$ cat src/rtl/vfs_pkg.sv
package vfs_pkg;

  localparam int unsigned LINES_625 = 625;
  localparam int unsigned LINES_525 = 525;
  localparam int unsigned EVEN_FIRST_625 = 313;
  localparam int unsigned EVEN_FIRST_525 = 263;
  localparam logic [2:0] MODE_CODE = 3'b011;

  typedef enum logic [1:0] {
    LANE_CB = 2'd0,
    LANE_Y0 = 2'd1,
    LANE_CR = 2'd2,
    LANE_Y1 = 2'd3
  } lane_e;

  // Strobes from control to datapath
  typedef struct packed {
    logic take;     // capture the registered byte into its lane
    logic laneRst;  // first byte of the active window: lane back to Cb
  } strb_t;

  // Vertical-blanking line test for both rasters
  function automatic logic isVBlank(input logic is625, input logic [15:0] ln);
    if (is625)
      return (ln <= 16'd22) || ((ln >= 16'd311) && (ln <= 16'd335)) || (ln >= 16'd623);
    else
      return (ln <= 16'd21) || ((ln >= 16'd261) && (ln <= 16'd283)) || (ln >= 16'd523);
  endfunction

endpackage

$ cat src/rtl/vfs_ctrl.sv
module vfs_ctrl
  import vfs_pkg::*;
#(
  parameter int LINE_W    = 10,
  parameter int PIX_W     = 12,
  parameter int H_OFF_625 = 132,
  parameter int H_OFF_525 = 122,
  parameter int ACT_BYTES = 1440
) (
  input  logic              clk,
  input  logic              rstN,
  input  logic [2:0]        modeSel,
  input  logic              std625,
  input  logic              blankEn,
  input  logic              hsyncIn,
  input  logic              fieldIn,
  input  logic              blankIn,
  output strb_t             strb,
  output logic              modeActive,
  output logic [LINE_W-1:0] lineNum,
  output logic [PIX_W-1:0]  pixNum,
  output logic              fieldOut,
  output logic              fieldStart,
  output logic              frameStart,
  output logic              syncErr,
  output logic              blankOut
);

  localparam int PW1 = PIX_W + 1;
  localparam logic [PIX_W-1:0] PIX_MAX = '1;

  logic hsR, hsD, fldR, fldD, blkR;
  logic phase;
  logic modeOk, hsFall, fldChg, fldEvt, fldBad;
  logic [LINE_W-1:0] lineTop, evenFirst;
  logic [PIX_W-1:0]  hOff;
  logic [PW1-1:0]    winEnd;
  logic inWin, intBlank;

  // Input capture stage
  always_ff @(posedge clk or negedge rstN) begin
    if (!rstN) begin
      hsR  <= 1'b1;
      hsD  <= 1'b1;
      fldR <= 1'b0;
      fldD <= 1'b0;
      blkR <= 1'b1;
    end else begin
      hsR  <= hsyncIn;
      hsD  <= hsR;
      fldR <= fieldIn;
      fldD <= fldR;
      blkR <= blankIn;
    end
  end

  assign modeOk     = (modeSel == MODE_CODE);
  assign modeActive = modeOk;
  assign hsFall     = hsD & ~hsR;
  assign fldChg     = fldR ^ fldD;
  assign fldEvt     = modeOk & fldChg & ~hsR;
  assign fldBad     = modeOk & fldChg & hsR;

  assign lineTop   = std625 ? LINE_W'(LINES_625) : LINE_W'(LINES_525);
  assign evenFirst = std625 ? LINE_W'(EVEN_FIRST_625) : LINE_W'(EVEN_FIRST_525);
  assign hOff      = std625 ? PIX_W'(H_OFF_625) : PIX_W'(H_OFF_525);
  assign winEnd    = PW1'(hOff) + PW1'(ACT_BYTES);

  // Line counter: field load wins over sync advance
  always_ff @(posedge clk or negedge rstN) begin
    if (!rstN) begin
      lineNum <= LINE_W'(1);
    end else if (fldEvt) begin
      lineNum <= fldR ? evenFirst : LINE_W'(1);
    end else if (modeOk && hsFall) begin
      lineNum <= (lineNum == lineTop) ? LINE_W'(1) : lineNum + 1'b1;
    end
  end

  // Half-rate pixel counter
  always_ff @(posedge clk or negedge rstN) begin
    if (!rstN) begin
      pixNum <= '0;
      phase  <= 1'b0;
    end else if (modeOk) begin
      if (hsFall) begin
        pixNum <= '0;
        phase  <= 1'b0;
      end else begin
        phase <= ~phase;
        if (phase && (pixNum != PIX_MAX)) pixNum <= pixNum + 1'b1;
      end
    end
  end

  // Field tracking and sync fault
  always_ff @(posedge clk or negedge rstN) begin
    if (!rstN) begin
      fieldOut   <= 1'b0;
      fieldStart <= 1'b0;
      frameStart <= 1'b0;
      syncErr    <= 1'b0;
    end else begin
      fieldStart <= fldEvt;
      frameStart <= fldEvt & ~fldR;
      if (fldEvt) fieldOut <= fldR;
      if (fldBad) syncErr <= 1'b1;
    end
  end

  // Blanking decision
  assign inWin    = (pixNum >= hOff) && (PW1'(pixNum) < winEnd);
  assign intBlank = isVBlank(std625, 16'(lineNum)) | ~inWin;
  assign blankOut = blankEn ? blkR : intBlank;

  assign strb.take    = modeOk & phase & ~blankOut;
  assign strb.laneRst = modeOk & phase & (pixNum == hOff);

endmodule

$ cat src/rtl/vfs_dpath.sv
module vfs_dpath
  import vfs_pkg::*;
#(
  parameter int DATA_W = 8
) (
  input  logic              clk,
  input  logic              rstN,
  input  logic [DATA_W-1:0] pixByte,
  input  strb_t             strb,
  output logic [DATA_W-1:0] cbOut,
  output logic [DATA_W-1:0] yOut,
  output logic [DATA_W-1:0] crOut,
  output logic              yValid,
  output logic              chromaValid
);

  logic [DATA_W-1:0] byteR;
  lane_e lane, laneCur;

  assign laneCur = strb.laneRst ? LANE_CB : lane;

  always_ff @(posedge clk or negedge rstN) begin
    if (!rstN) byteR <= '0;
    else       byteR <= pixByte;
  end

  always_ff @(posedge clk or negedge rstN) begin
    if (!rstN) begin
      lane        <= LANE_CB;
      cbOut       <= '0;
      yOut        <= '0;
      crOut       <= '0;
      yValid      <= 1'b0;
      chromaValid <= 1'b0;
    end else begin
      yValid      <= strb.take & ((laneCur == LANE_Y0) | (laneCur == LANE_Y1));
      chromaValid <= strb.take & (laneCur == LANE_CR);
      if (strb.take) begin
        unique case (laneCur)
          LANE_CB:          cbOut <= byteR;
          LANE_CR:          crOut <= byteR;
          LANE_Y0, LANE_Y1: yOut  <= byteR;
        endcase
        lane <= lane_e'(laneCur + 2'd1);
      end else if (strb.laneRst) begin
        lane <= LANE_CB;
      end
    end
  end

endmodule

$ cat src/rtl/vid_field_sync_rx.sv
module vid_field_sync_rx
  import vfs_pkg::*;
#(
  parameter int DATA_W    = 8,
  parameter int LINE_W    = 10,
  parameter int PIX_W     = 12,
  parameter int H_OFF_625 = 132,
  parameter int H_OFF_525 = 122,
  parameter int ACT_BYTES = 1440
) (
  input  logic              clk,
  input  logic              rstN,
  input  logic [2:0]        modeSel,
  input  logic              std625,
  input  logic              blankEn,
  input  logic              hsyncIn,
  input  logic              fieldIn,
  input  logic              blankIn,
  input  logic [DATA_W-1:0] pixByte,
  output logic              modeActive,
  output logic [LINE_W-1:0] lineNum,
  output logic [PIX_W-1:0]  pixNum,
  output logic              fieldOut,
  output logic              fieldStart,
  output logic              frameStart,
  output logic              syncErr,
  output logic              blankOut,
  output logic [DATA_W-1:0] cbOut,
  output logic [DATA_W-1:0] yOut,
  output logic [DATA_W-1:0] crOut,
  output logic              yValid,
  output logic              chromaValid
);

  strb_t strb;

  vfs_ctrl #(
    .LINE_W   (LINE_W),
    .PIX_W    (PIX_W),
    .H_OFF_625(H_OFF_625),
    .H_OFF_525(H_OFF_525),
    .ACT_BYTES(ACT_BYTES)
  ) u_ctrl (
    .clk       (clk),
    .rstN      (rstN),
    .modeSel   (modeSel),
    .std625    (std625),
    .blankEn   (blankEn),
    .hsyncIn   (hsyncIn),
    .fieldIn   (fieldIn),
    .blankIn   (blankIn),
    .strb      (strb),
    .modeActive(modeActive),
    .lineNum   (lineNum),
    .pixNum    (pixNum),
    .fieldOut  (fieldOut),
    .fieldStart(fieldStart),
    .frameStart(frameStart),
    .syncErr   (syncErr),
    .blankOut  (blankOut)
  );

  vfs_dpath #(
    .DATA_W(DATA_W)
  ) u_dpath (
    .clk        (clk),
    .rstN       (rstN),
    .pixByte    (pixByte),
    .strb       (strb),
    .cbOut      (cbOut),
    .yOut       (yOut),
    .crOut      (crOut),
    .yValid     (yValid),
    .chromaValid(chromaValid)
  );

endmodule

$ cat config.mk
export PLATFORM = sky130hd
export DESIGN_NAME = vid_field_sync_rx
export DESIGN_NICKNAME = d
export VERILOG_FILES = /design/src/rtl/vfs_pkg.sv /design/src/rtl/vfs_ctrl.sv /design/src/rtl/vfs_dpath.sv /design/src/rtl/vid_field_sync_rx.sv
export SDC_FILE = /design/constraint.sdc
export NUM_CORES = 1
export LEC_CHECK = 0
export ABC_AREA = 1
export BUFFER_PORTS_ARGS = -buffer_cell sky130_fd_sc_hd__buf_2
export CAP_MARGIN = 5
export CORE_MARGIN = 3
export CORE_UTILIZATION = 57
export CTS_BUF_LIST = sky130_fd_sc_hd__clkbuf_8
export DETAILED_ROUTE_END_ITERATION = 8
export GPL_TIMING_DRIVEN = 0
export PLACE_DENSITY = 0.89
export SLEW_MARGIN = 20
export SYNTH_ARGS = -nofsm -noshare
export SYNTH_HDL_FRONTEND = slang
export SYNTH_SLANG_ARGS = --single-unit
$ cat constraint.sdc
create_clock -name clk -period 3.25 [get_ports clk]
set_clock_uncertainty 0.15 [all_clocks]
set_input_delay 0.4875 -clock clk [delete_from_list [all_inputs] [get_ports clk]]
set_output_delay 0.4875 -clock clk [all_outputs]
set_load 0.005 [all_outputs]
# Yosys cells after proc, flatten, opt, wreduce, memory -nomap -nowiden
# Index checks and enable logic that the tools add are counted.
[totals] regBits=68 in_bits=18 out_inout_bits=54 elab_cells=89
[op_classes] add_sub_neg=4 order_cmp=10 eq_ne=7 mux=14 bitwise=18 reduce_logical=17
[ops] cell="10-bit 2-to-1 mux" count=4
[ops] cell="12-bit 2-to-1 mux" count=2
[ops] cell="10-bit >= comparator (second input constant)" count=2
[ops] cell="10-bit by 9-bit >= comparator with 1-bit output (second input constant)" count=2
[ops] cell="10-bit by 5-bit <= comparator with 1-bit output (second input constant)" count=2
[ops] cell="10-bit by 9-bit <= comparator with 1-bit output (second input constant)" count=2
[ops] cell="12-bit by 11-bit adder with 13-bit output (second input constant)" count=1
[ops] cell="12-bit by 13-bit < comparator with 1-bit output" count=1
[ops] cell="12-bit by 1-bit adder with 12-bit output (second input constant)" count=1
[ops] cell="12-bit equality test" count=1
[ops] cell="12-bit >= comparator" count=1
[ops] cell="12-bit != test (second input constant)" count=1
[ops] cell="10-bit by 1-bit adder with 10-bit output (second input constant)" count=1
[ops] cell="1-bit AND" count=10
[ops] cell="10-bit equality test" count=1
[ops] cell="8-bit 2-to-1 mux" count=1
[ops] cell="2-bit AND reduction" count=4
[ops] cell="7-bit 2-to-1 mux" count=1
[ops] cell="6-bit 2-to-1 mux" count=1
[ops] cell="1-bit logical AND" count=5
[ops] cell="1-bit NOT" count=5
[ops] cell="2-bit equality test (second input constant)" count=2
[ops] cell="1-bit logical OR" count=4
[ops] cell="2-bit 2-to-1 mux" count=2
[ops] cell="other kinds (9)" count=13

# Logic depth before layout (Yosys ltp)
# Gate-level depths: netlist of run 1.
[logic_depth] depth_word=10 mapped_depth=20 mapped_depth_nobuf=18

# Cells and area by module
# Synthesis of run 1 repeated with hierarchy kept, for this count alone.
[unflattened] cells_unflattened=441 area_unflattened_um2=3613.5
[by_module_without_submodules] module="vfs_ctrl" instances=1 cells_each=313 area_each_um2=2279.7 seq_area_each_um2=805.8
[by_module_without_submodules] module="vfs_dpath" instances=1 cells_each=128 area_each_um2=1333.8 seq_area_each_um2=900.9

# Least setup slack after synthesis of run 1
# No wires, ideal clock.
[synth_timing] path_type="input-to-reg" startpoint="input port std625" endpoint="register u_dpath.yOut[0]" setup_ns=0.125 arrival_ns=2.527 t_required_ns=2.975 setup_slack_ns=0.448 cell_stages=15 path_buffers=2 path_cell_list="inv_1 ha_1 nor3_1 nand2_1 nand3_1 nor2_1 nor2_1 nand3_1 nand2_2 buf_6 nand2_1 inv_2 ha_1 clkbuf_1 mux2_2"
[synth_via] elab_chain_len=10 elab_cells_between_ends=18 classes_between="add/sub (1); order compare (2); eq/ne (3); mux (4); bitwise (5); reduce/logical (3)"
[synth_rtl] element="start: declaration" line_no="vid_field_sync_rx.sv:14" source="input logic std625,"
[synth_rtl] element="8-bit 2-to-1 mux" line_no="vfs_ctrl.sv:66" source="assign hOff = std625 ? PIX_W'(H_OFF_625) : PIX_W'(H_OFF_525);"
[synth_rtl] element="12-bit by 11-bit adder with 13-bit output" line_no="vfs_ctrl.sv:67" source="assign winEnd = PW1'(hOff) + PW1'(ACT_BYTES);"
[synth_rtl] element="12-bit by 13-bit < comparator with 1-bit output" line_no="vfs_ctrl.sv:112" source="assign inWin = (pixNum >= hOff) && (PW1'(pixNum) < winEnd);"
[synth_rtl] element="1-bit logical AND" line_no="vfs_ctrl.sv:112"
[synth_rtl] element="1-bit NOT" line_no="vfs_ctrl.sv:113" source="assign intBlank = isVBlank(std625, 16'(lineNum)) | ~inWin;"
[synth_rtl] element="1-bit bitwise OR" line_no="vfs_ctrl.sv:113"
[synth_rtl] element="1-bit 2-to-1 mux" line_no="vfs_ctrl.sv:114" source="assign blankOut = blankEn ? blkR : intBlank;"
[synth_rtl] element="1-bit NOT" line_no="vfs_ctrl.sv:116" source="assign strb.take = modeOk & phase & ~blankOut;"
[synth_rtl] element="1-bit AND" line_no="vfs_ctrl.sv:116"
[synth_rtl] element="2-bit AND reduction (no line) (*)"
[synth_rtl] element="end signal: assignment" line_no="vfs_dpath.sv:42" source="LANE_Y0, LANE_Y1: yOut <= byteR;"
[synth_rtl] element="end: declaration" line_no="vfs_dpath.sv:11" source="output logic [DATA_W-1:0] yOut,"
# Every way passes the cells marked *; elsewhere a longest branch is shown, timed or not.
# A chain may end at the register's enable or synchronous reset.

# Worst setup path after layout of run 1
[layout_timing] startpoint="input port std625" endpoint="output port blankOut"
[layout_via] elab_chain_len=7 elab_cells_between_ends=9 classes_between="add/sub (1); order compare (2); mux (3); bitwise (2); reduce/logical (1)"
[layout_rtl] element="8-bit 2-to-1 mux" line_no="vfs_ctrl.sv:66"
[layout_rtl] element="12-bit by 11-bit adder with 13-bit output" line_no="vfs_ctrl.sv:67"
[layout_rtl] element="12-bit by 13-bit < comparator with 1-bit output" line_no="vfs_ctrl.sv:112"
[layout_rtl] element="1-bit logical AND" line_no="vfs_ctrl.sv:112"
[layout_rtl] element="1-bit NOT" line_no="vfs_ctrl.sv:113"
[layout_rtl] element="1-bit bitwise OR (*)" line_no="vfs_ctrl.sv:113"
[layout_rtl] element="1-bit 2-to-1 mux (*)" line_no="vfs_ctrl.sv:114"
[layout_rtl] element="end: declaration" line_no="vid_field_sync_rx.sv:27" source="output logic blankOut,"
# Marks and branches as above.

==> results of run 1 <==
cell type report:
class	instances	area, um^2	area share
sequential	68	1707	0.4050
multi-input combinational	282	1570	0.3726
timing repair buffer	73	395.4	0.09382
inverter	48	183.9	0.04365
clock buffer	9	123.9	0.02939
tap	75	93.84	0.02227
buffer	9	71.32	0.01692
clock inverter	7	68.82	0.01633
power breakdown:
group          internal, mW  switching [mW]  leakage, nW
Combinational         0.455           0.618         1.37
Sequential             1.06           0.173        0.861
Clock                 0.351           0.322        0.100
worst reg2reg max path, delay by kind of cell, from the launching register on:
kind,cells,cell delay (ns)
and+or+nand+nor,9,0.83
adders and majority gates,2,0.75
DFF,1,0.45
muxes,1,0.40
buffers and inverters,2,0.25
repair_timing:
item,in CTS,in global routing
setup endpoints to repair,0,8
hold buffers,1,0
endpoints found under the hold margin,12,0
routing by layer:
layer | up-vias | GRT usage | wire (um)
li1 | 1507 | - | -
met1 | 1448 | 0.3068 | 3429
met2 | 126 | 0.3922 | 4030
met3 | 20 | 0.04711 | 530
met4 | 0 | 0.1094 | 182
met5 | - | 0 | 0
Yosys cell counts (3+ instances only):
| cell type | count |
|---|---|
| nand3_1 | 18 |
| nor2_1 | 34 |
| dfrtp_1 | 64 |
| nor2_2 | 3 |
| nand2_1 | 100 |
| ha_1 | 16 |
| buf_2 | 3 |
| inv_1 | 38 |
| or2_2 | 3 |
| o21ai_1 | 4 |
| nand2_2 | 6 |
| a21oi_1 | 18 |
| o21ai_0 | 14 |
| nand4_1 | 20 |
| a22oi_1 | 3 |
| mux2_2 | 8 |
| xor2_1 | 5 |
| nor3_1 | 12 |
| inv_2 | 8 |
| dfstp_2 | 4 |
flip-flops by register name (all words and copies together), names as in the netlist, 2 cells and up:
| signal | count |
|---|---|
| u_dpath.lane | 2 |
| u_ctrl.pixNum | 12 |
| u_ctrl.lineNum | 10 |
| u_dpath.crOut | 8 |
| u_dpath.yOut | 8 |
| u_dpath.byteR | 8 |
| u_dpath.cbOut | 8 |
logic make-up after synthesis:
logic type	count (synthesis)	synth area share
AOI/OAI and AO/OA	47	0.07361
xor gates and xnor gates	5	0.01238
adders and majority gates	16	0.05662
buffers and inverters	58	0.07325
DFF	68	0.4827
muxes	8	0.02548
and+or+nand+nor	206	0.2760
path summary, 6_finish.rpt:
kind                       depth (start not counted)                  end  slack (ns)             start
hold reg to reg                                    0           u_ctrl.hsD        0.26        u_ctrl.hsR
min in group asynchronous                          2  u_dpath.chromaValid        0.37              rstN
setup / recovery                                  14             blankOut        0.22            std625
max in group asynchronous                          3          u_ctrl.blkR        2.02              rstN
setup reg to reg                                  14      u_dpath.yOut[5]        0.29  u_ctrl.pixNum[3]
hold / removal                                     1          u_ctrl.blkR        0.09           blankIn
metrics by stage:
stage | util | setup WS [ns]
final | 0.7076 | 0.2191
after global routing | 0.7076 | 0.002468
after CTS | 0.7082 | 0.1331
after detailed placement | 0.6742 | -0.2163
after global placement | 0.6691 | -0.1232
after floorplan | - | 0.4482
==> results.json, run 1 <==
{
  "postSynthAreaPerCell_um2": 8.666,
  "first_pass_iters": 4,
  "fp-row-count": 28,
  "fmaxAchievable_mhz": 329.9,
  "placed_area_um2": 4015,
  "power_leakage_nw": 2.328,
  "antenna_found_initial": 0,
  "cpMaxStageDelayCell": "ha_1",
  "drt-initial-drc-count": 209,
  "place_inst": 555,
  "worst_hold_slack_ns": 0.08883,
  "clk_latency_ns": 0.35,
  "dp_hpwl_mm": 6.031,
  "io_pins": 72,
  "cts_tree": "built",
  "ys.flop_type": "dfrtp_1",
  "drc": 0,
  "endpoint_kind": "output pin",
  "initial_core_util": 0.5937,
  "vias_per_cell": 5.431,
  "cts_resized": 0,
  "syn_inst": 408,
  "synth_area_leaders": "dfrtp_1 45%, nand2_1 11%, ha_1 5.7%",
  "antenna_cells": 0,
  "clockBufferDepth": 2,
  "stdcell_area_um2": 4214,
  "yosysTopAreaCell": "dfrtp_1",
  "period_share": 0.9326,
  "crit_type": "input port to output pin",
  "dieArea_um2": 7184,
  "die_w_um": 84.76,
  "htree_levels": 3,
  "synth_fp_nets": 442,
  "worstPathArrival_ns": 2.39,
  "netlist-cell-type-count": 41,
  "die_y_um": 84.76,
  "p_per_area_nw_per_um2": 707.8,
  "syn_to_final_growth_pct": 19.18,
  "clkSinkCount": 68,
  "crit_buf_inv": 6,
  "layout_common_cells": "100 x nand2_1, 73 x buf_2, 64 x dfrtp_1",
  "wl_per_cell_um": 14.31,
  "grt_usage": 0.2391,
  "finalHoldViolations": 0,
  "fill_cells": 469,
  "overflow": 0,
  "period_needed_ns": 3.031,
  "cts_setup_buffers": 0,
  "fp.coreArea_um2": 5956,
  "relSlewSlack": 0.6987,
  "setup_viol": 0,
  "crit_path_max_fanout": 10,
  "grt_pass1_wl_mm": 13.50,
  "crit_chain": "buf_2, inv_1, ha_1, nor3_1, nand2_1, nand3_1, nor2_1, nor2_1, nand3_1, nand2_2, buf_6, buf_8, inv_1, buf_2",
  "grt_pass1_vias": 2931,
  "worst_setup_path_start_kind": "input port",
  "grt_max_degree": 57,
  "rsz0062_at_grt": "no",
  "drv_cap": 0,
  "synth_area_um2": 3536,
  "ant_nets": 0,
  "synth_top_area_share": 0.4529,
  "irDropWorstVdd_mv": 0.4945,
  "final_common_cell": "nand2_1",
  "synth-edff-count": 0,
  "vias": 3101,
  "required_ns": 2.61,
  "yosys_register_bits": 68,
  "cpPeakStageDelay_ns": 0.38,
  "gp_congestion": 0.9083,
  "fin_setup_tns_ns": 0,
  "detail_route.wirelength_mm": 8.173,
  "cpLargestDelayFamily": "buffers and inverters",
  "cts-root-buf": "clkbuf_8",
  "nets": 525,
  "cts_buffers": 9,
  "async_flop_share": 1.000,
  "io_buffers": 71,
  "tightest_slew_ns": 0.4520,
  "outcome": "complete, no violations",
  "layout-drive-gt1-share": 0.2782,
  "clk_pin_slew_ns": 0.07,
  "slew_violations": 0,
  "final_cell_count_no_fill": 571,
  "yosys_warnings": 0,
  "total_power_mw": 2.983,
  "yosysSeqAreaShare": 0.4827,
  "min_path_type": "input port to flop"
}
Note: power is estimated with default switching activity, not from simulation.
==> inputs of run 2 (changes only) <==
--- a/config.mk
+++ b/config.mk
@@ -10,7 +10,7 @@
 export CAP_MARGIN = 5
 export CORE_MARGIN = 3
 export CORE_UTILIZATION = 57
-export CTS_BUF_LIST = sky130_fd_sc_hd__clkbuf_8
+export CTS_BUF_LIST = sky130_fd_sc_hd__clkbuf_4 sky130_fd_sc_hd__clkbuf_8
 export DETAILED_ROUTE_END_ITERATION = 8
 export GPL_TIMING_DRIVEN = 0
 export PLACE_DENSITY = 0.89
==> results.json, run 2 (synthesis results as in run 1) <==
{
  "rrSetupSlack_ns": 0.41,
  "dieArea_um2": 7184,
  "initial_core_util": 0.5937,
  "dp_hpwl_mm": 6.031,
  "p_sw_mw": 1.108,
  "wl_met3_um": 483,
  "p_clk_frac": 0.228,
  "required_ns": 2.61,
  "critical_path.startpoint": "std625",
  "cts_setup_buffers": 0,
  "rsz0062_at_grt": "no",
  "setup_viol": 0,
  "comb_power_share": 0.359,
  "fp-row-count": 28,
  "tightest_slew_ns": 0.4534,
  "grt_max_degree": 57,
  "period_share": 0.9321,
  "crit_path_max_fanout": 10,
  "detail_route.wirelength_mm": 8.200,
  "min_path_type": "input port to flop",
  "htree_levels": 3,
  "preCtsSetupSlack_ns": -0.2163,
  "power.share.sequential": 0.414,
  "drc": 0,
  "vias_per_cell": 5.413,
  "placed_area_um2": 4015,
  "fp.coreArea_um2": 5956,
  "vias": 3091,
  "clkSinkCount": 68,
  "fin_util": 0.7086,
  "ant_nets": 0,
  "gp_congestion": 0.9083,
  "stdcell_area_um2": 4220,
  "place_inst": 555,
  "reg_top3": "u_ctrl.pixNum (12), u_ctrl.lineNum (10)",
  "finalHoldViolations": 0,
  "total_power_mw": 2.991,
  "fin_ws_ns": 0.2206,
  "layout_common_cells": "100 x nand2_1, 73 x buf_2, 64 x dfrtp_1",
  "die_y_um": 84.76,
  "wl_per_cell_um": 14.36,
  "layout-drive-gt1-share": 0.2823,
  "slew_violations": 0,
  "r2r_start": "u_ctrl.pixNum[3]",
  "drt-initial-drc-count": 185,
  "p_per_area_nw_per_um2": 708.7,
  "final_common_cell": "nand2_1",
  "netSwitchingFraction": 0.3706,
  "largest_register": "u_ctrl.pixNum",
  "cts_tree": "built",
  "holdCritStartpoint": "blankIn",
  "cts_buffers": 9,
  "antenna_found_initial": 0,
  "power_leakage_nw": 2.325,
  "grt_pass1_wl_mm": 13.42,
  "nets": 525,
  "overflow": 0,
  "worstPathArrival_ns": 2.39,
  "io_pins": 72,
  "cts-root-buf": "clkbuf_8",
  "outcome": "complete, no violations",
  "clk_latency_ns": 0.34,
  "grt_pass1_vias": 2909,
  "largest_reg_flops": 12,
  "endpoint_kind": "output pin",
  "clk_pin_slew_ns": 0.07,
  "antenna_cells": 0,
  "top_layer": "met4",
  "crit_type": "input port to output pin",
  "irDropWorstVdd_mv": 0.4923,
  "clockBufferDepth": 2,
  "fmaxAchievable_mhz": 330.1,
  "worst_setup_path_start_kind": "input port",
  "die_w_um": 84.76,
  "relSlewSlack": 0.6978,
  "io_buffers": 71,
  "final_cell_count_no_fill": 571,
  "first_pass_iters": 5,
  "routed-wl-met2_mm": 4.115,
  "drv_cap": 0,
  "internal-power_mw": 1.882,
  "period_needed_ns": 3.029,
  "syn_to_final_growth_pct": 19.36,
  "met1_length_mm": 3.447,
  "grt_usage": 0.2366
}
run 2: cell count changes in the layout (fill, tap and decap cells not counted):
cell      change
ha_1          -1
clkbuf_4      +1
ha_2          +1
inv_1         -1
run 2: worst max-delay path, stage by stage:
cell and delay, ns:
buf_2 0.22, inv_1 0.16, ha_1 0.38, nor3_1 0.20, nand2_1 0.07, nand3_1 0.07, nor2_1 0.05, nor2_1 0.12
nand3_1 0.11, nand2_2 0.09, buf_6 0.15, buf_8 0.13, inv_1 0.04, buf_2 0.11
run 2: power groups by stage:
stage               sequential, mW  clock (mW)  combinational [mW]
global route                  1.27       0.735                1.21
floorplan                     1.24           0               0.661
global placement              1.24           0                1.02
detailed placement            1.25           0                1.06
finish                        1.24       0.681                1.07
CTS                           1.23       0.696                1.08
run 2: what timing repair did:
| action | in CTS | in global routing |
|---|---|---|
| gates resized for setup | 0 | 1 |
| hold buffers | 1 | 0 |
| setup endpoints to repair | 0 | 8 |
| endpoints found under the hold margin | 12 | 0 |
run 2: final timing paths:
kind,end,depth (start not counted)
setup / recovery,blankOut,14
hold / removal,u_ctrl.blkR,1
setup reg to reg,u_dpath.yOut[5],14
hold reg to reg,u_ctrl.hsD,0
max in group asynchronous,u_ctrl.blkR,3
min in group asynchronous,u_dpath.chromaValid,2
run 2: layout make-up:
class                           count  area (um^2)
Inverter                           48        183.9
Multi-Input combinational cell    282         1573
Fill cell                         469         1735
Timing Repair Buffer               73        395.4
Sequential cell                    68         1707
Buffer                              9        71.32
Tap cell                           75        93.84
Clock buffer                       10        131.4
Clock inverter                      6        65.06
run 2: per-stage QoR:
step | TNS (ns) | hold slack, ns
2_1_floorplan | 0 | 0.04191
3_3_place_gp | -0.9662 | 0.2420
3_5_place_dp | -1.609 | 0.1957
4_1_cts | 0 | 0.07556
5_1_grt | 0 | 0.07740
6_report | 0 | 0.09249
run 2: per-layer routing:
metal,vias up,GRT usage
met3,18,0.05005
met5,-,0
met1,1458,0.3043
met4,0,0.09640
li1,1504,-
met2,111,0.3907
==> inputs of run 3 (changes only) <==
--- a/config.mk
+++ b/config.mk
@@ -9,11 +9,11 @@
 export BUFFER_PORTS_ARGS = -buffer_cell sky130_fd_sc_hd__buf_2
 export CAP_MARGIN = 5
 export CORE_MARGIN = 3
-export CORE_UTILIZATION = 57
+export CORE_UTILIZATION = 61
 export CTS_BUF_LIST = sky130_fd_sc_hd__clkbuf_4 sky130_fd_sc_hd__clkbuf_8
 export DETAILED_ROUTE_END_ITERATION = 8
 export GPL_TIMING_DRIVEN = 0
-export PLACE_DENSITY = 0.89
+export PLACE_DENSITY = 0.87
 export SLEW_MARGIN = 20
 export SYNTH_ARGS = -nofsm -noshare
 export SYNTH_HDL_FRONTEND = slang
==> constraint.sdc (replaced) <==
create_clock -name clk -period 3.78 [get_ports clk]
set_clock_uncertainty 0.15 [all_clocks]
set_input_delay 0.567 -clock clk [delete_from_list [all_inputs] [get_ports clk]]
set_output_delay 0.567 -clock clk [all_outputs]
set_load 0.005 [all_outputs]
==> results.json, run 3 (synthesis results as in run 1) <==
{
  "vias_per_cell": 5.502,
  "fin_setup_tns_ns": 0,
  "gp_congestion": 0.8842,
  "drc": 0,
  "initial_core_util": 0.6343,
  "wl_per_cell_um": 14.96,
  "cts_buffers": 9,
  "cts_setup_buffers": 0,
  "cpPeakStageDelay_ns": 0.40,
  "crit_path_frequent_cell": "nor2_1",
  "crit_path_max_fanout": 10,
  "final_cell_count_no_fill": 568,
  "crit_cells": 16,
  "drv_cap": 0,
  "rsz0062_at_grt": "no",
  "r2r_start": "u_ctrl.pixNum[3]",
  "clkSinkCount": 68,
  "grt_max_degree": 43,
  "crit_type": "input port to flop",
  "rrSetupSlack_ns": 0.73,
  "wl_met3_um": 462,
  "fp-row-count": 27,
  "critical_path.startpoint": "std625",
  "p_per_area_nw_per_um2": 626.4,
  "layout_common_cells": "100 x nand2_1, 73 x buf_2, 64 x dfrtp_1",
  "r2r-end": "u_dpath.yOut[1]",
  "final_common_cell": "nand2_1",
  "detail_route.wirelength_mm": 8.498,
  "required_ns": 3.86,
  "preCtsSetupSlack_ns": 0.2739,
  "fin_ws_ns": 0.6075,
  "setup_viol": 0,
  "routed-wl-met2_mm": 4.317,
  "dp_hpwl_mm": 6.158,
  "finalHoldViolations": 0,
  "io_pins": 72,
  "first_pass_iters": 4,
  "r2r_cells": 18,
  "tightest_slew_ns": 0.4779,
  "fp.coreArea_um2": 5574,
  "hold_buffers": 1,
  "layout-drive-gt1-share": 0.2782,
  "irDropWorstVdd_mv": 0.4662,
  "reg_top3": "u_ctrl.pixNum (12), u_ctrl.lineNum (10)",
  "nets": 526,
  "syn_to_final_growth_pct": 19.53,
  "clk_pin_slew_ns": 0.07,
  "cpMaxStageDelayCell": "mux2_2",
  "endpoint_kind": "flop",
  "clockBufferDepth": 2,
  "crit_path_end": "u_dpath.yOut[1]",
  "outcome": "complete, no violations",
  "total_power_mw": 2.647,
  "antenna_found_initial": 0,
  "vias": 3125,
  "cts_resized": 0,
  "min_path_type": "input port to flop",
  "place_inst": 552,
  "cpLargestDelayFamily": "buffers and inverters",
  "largest_reg_flops": 12,
  "io_buffers": 71,
  "period_share": 0.8393,
  "fmaxAchievable_mhz": 315.2,
  "grt_pass1_vias": 2973,
  "period_needed_ns": 3.172,
  "dieArea_um2": 6746,
  "largest_register": "u_ctrl.pixNum",
  "met1_length_mm": 3.563,
  "die_y_um": 82.14,
  "ant_nets": 0,
  "die_w_um": 82.14,
  "crit_buf_inv": 5,
  "worstPathArrival_ns": 3.25,
  "grt_pass1_wl_mm": 13.97,
  "drt-initial-drc-count": 200,
  "slew_violations": 0,
  "grt_usage": 0.2757,
  "overflow": 0,
  "cts-root-buf": "clkbuf_8",
  "htree_levels": 3,
  "top_layer": "met4",
  "relSlewSlack": 0.6814,
  "power_leakage_nw": 2.327,
  "worst_setup_path_start_kind": "input port",
  "clk_latency_ns": 0.35,
  "crit_chain": "buf_2, inv_1, ha_1, nor2_1, nand2_1, a21oi_1, nor2_1, nor2_1, nand3_1, nand2_2, buf_6, nand2_1, inv_2, ha_1, clkbuf_1, mux2_2",
  "antenna_cells": 0,
  "cts_tree": "built"
}
-- run 3: changes by cell type in the layout (fill, tap and decap cells not counted) --
cell	change
clkinv_2	-1
clkbuf_4	-1
clkbuf_1	+1
buf_12	+1
inv_6	+1
buf_16	-1
clkinvlp_4	+1
bufinv_16	+1
clkinv_4	-2
ha_1	+1
ha_2	-1
-- run 3: stage by stage --
stage	cell area [um^2]	hold slack, ns	utilization
4_1_cts	4227	0.1551	0.7582
2_1_floorplan	3536	0.1214	-
5_1_grt	4227	0.1558	0.7582
3_3_place_gp	3981	0.2462	0.7143
6_report	4227	0.1619	0.7582
3_5_place_dp	4004	0.2490	0.7183
-- run 3: worst min path at each step --
stage                     startpoint               to  slack, ns  depth (start not counted)
final                        hsyncIn       u_ctrl.hsR       0.16                          1
after global routing         hsyncIn       u_ctrl.hsR       0.16                          1
after CTS                    hsyncIn       u_ctrl.hsR       0.16                          1
after detailed placement  u_ctrl.hsR       u_ctrl.hsD       0.25                          0
after global placement    u_ctrl.hsR       u_ctrl.hsD       0.25                          0
after floorplan                 rstN  u_ctrl.fieldOut       0.12                          0
-- run 3: worst reg2reg max path, stage by stage, from the launching register on --
cell and delay (ns):
dfrtp_1 0.45, ha_1 0.34, nand2_1 0.09, inv_1 0.05, nand2_1 0.05, nand2_1 0.05, nand2_1 0.07, nand2_1 0.05
nand2_1 0.05, nand2_1 0.04, nor2_1 0.10, nand3_1 0.09, nand2_2 0.08, buf_6 0.15, nand2_1 0.09, inv_2 0.09
ha_1 0.17, clkbuf_1 0.37, mux2_2 0.40
-- run 3: per-layer routing --
layer	up-vias	track usage
met2	102	0.4426
met3	17	0.05640
met5	-	0
met1	1499	0.3634
met4	0	0.1213
li1	1507	-
-- run 3: cell type report --
type / count / area, um^2
multi-input cells: 282 / 1570
plain buffers: 10 / 75.07
fillers: 382 / 1348
flip-flops and latches: 68 / 1707
inverters: 48 / 183.9
repair buffers: 73 / 387.9
clock buffers: 9 / 123.9
well taps: 72 / 90.09
clock inverters: 6 / 88.84
-- run 3: power by group --
| part | switching [mW] | leakage, nW | internal (mW) |
|---|---|---|---|
| Clock | 0.287 | 0.102 | 0.369 |
| Combinational | 0.534 | 1.36 | 0.390 |
| Sequential | 0.153 | 0.861 | 0.915 |
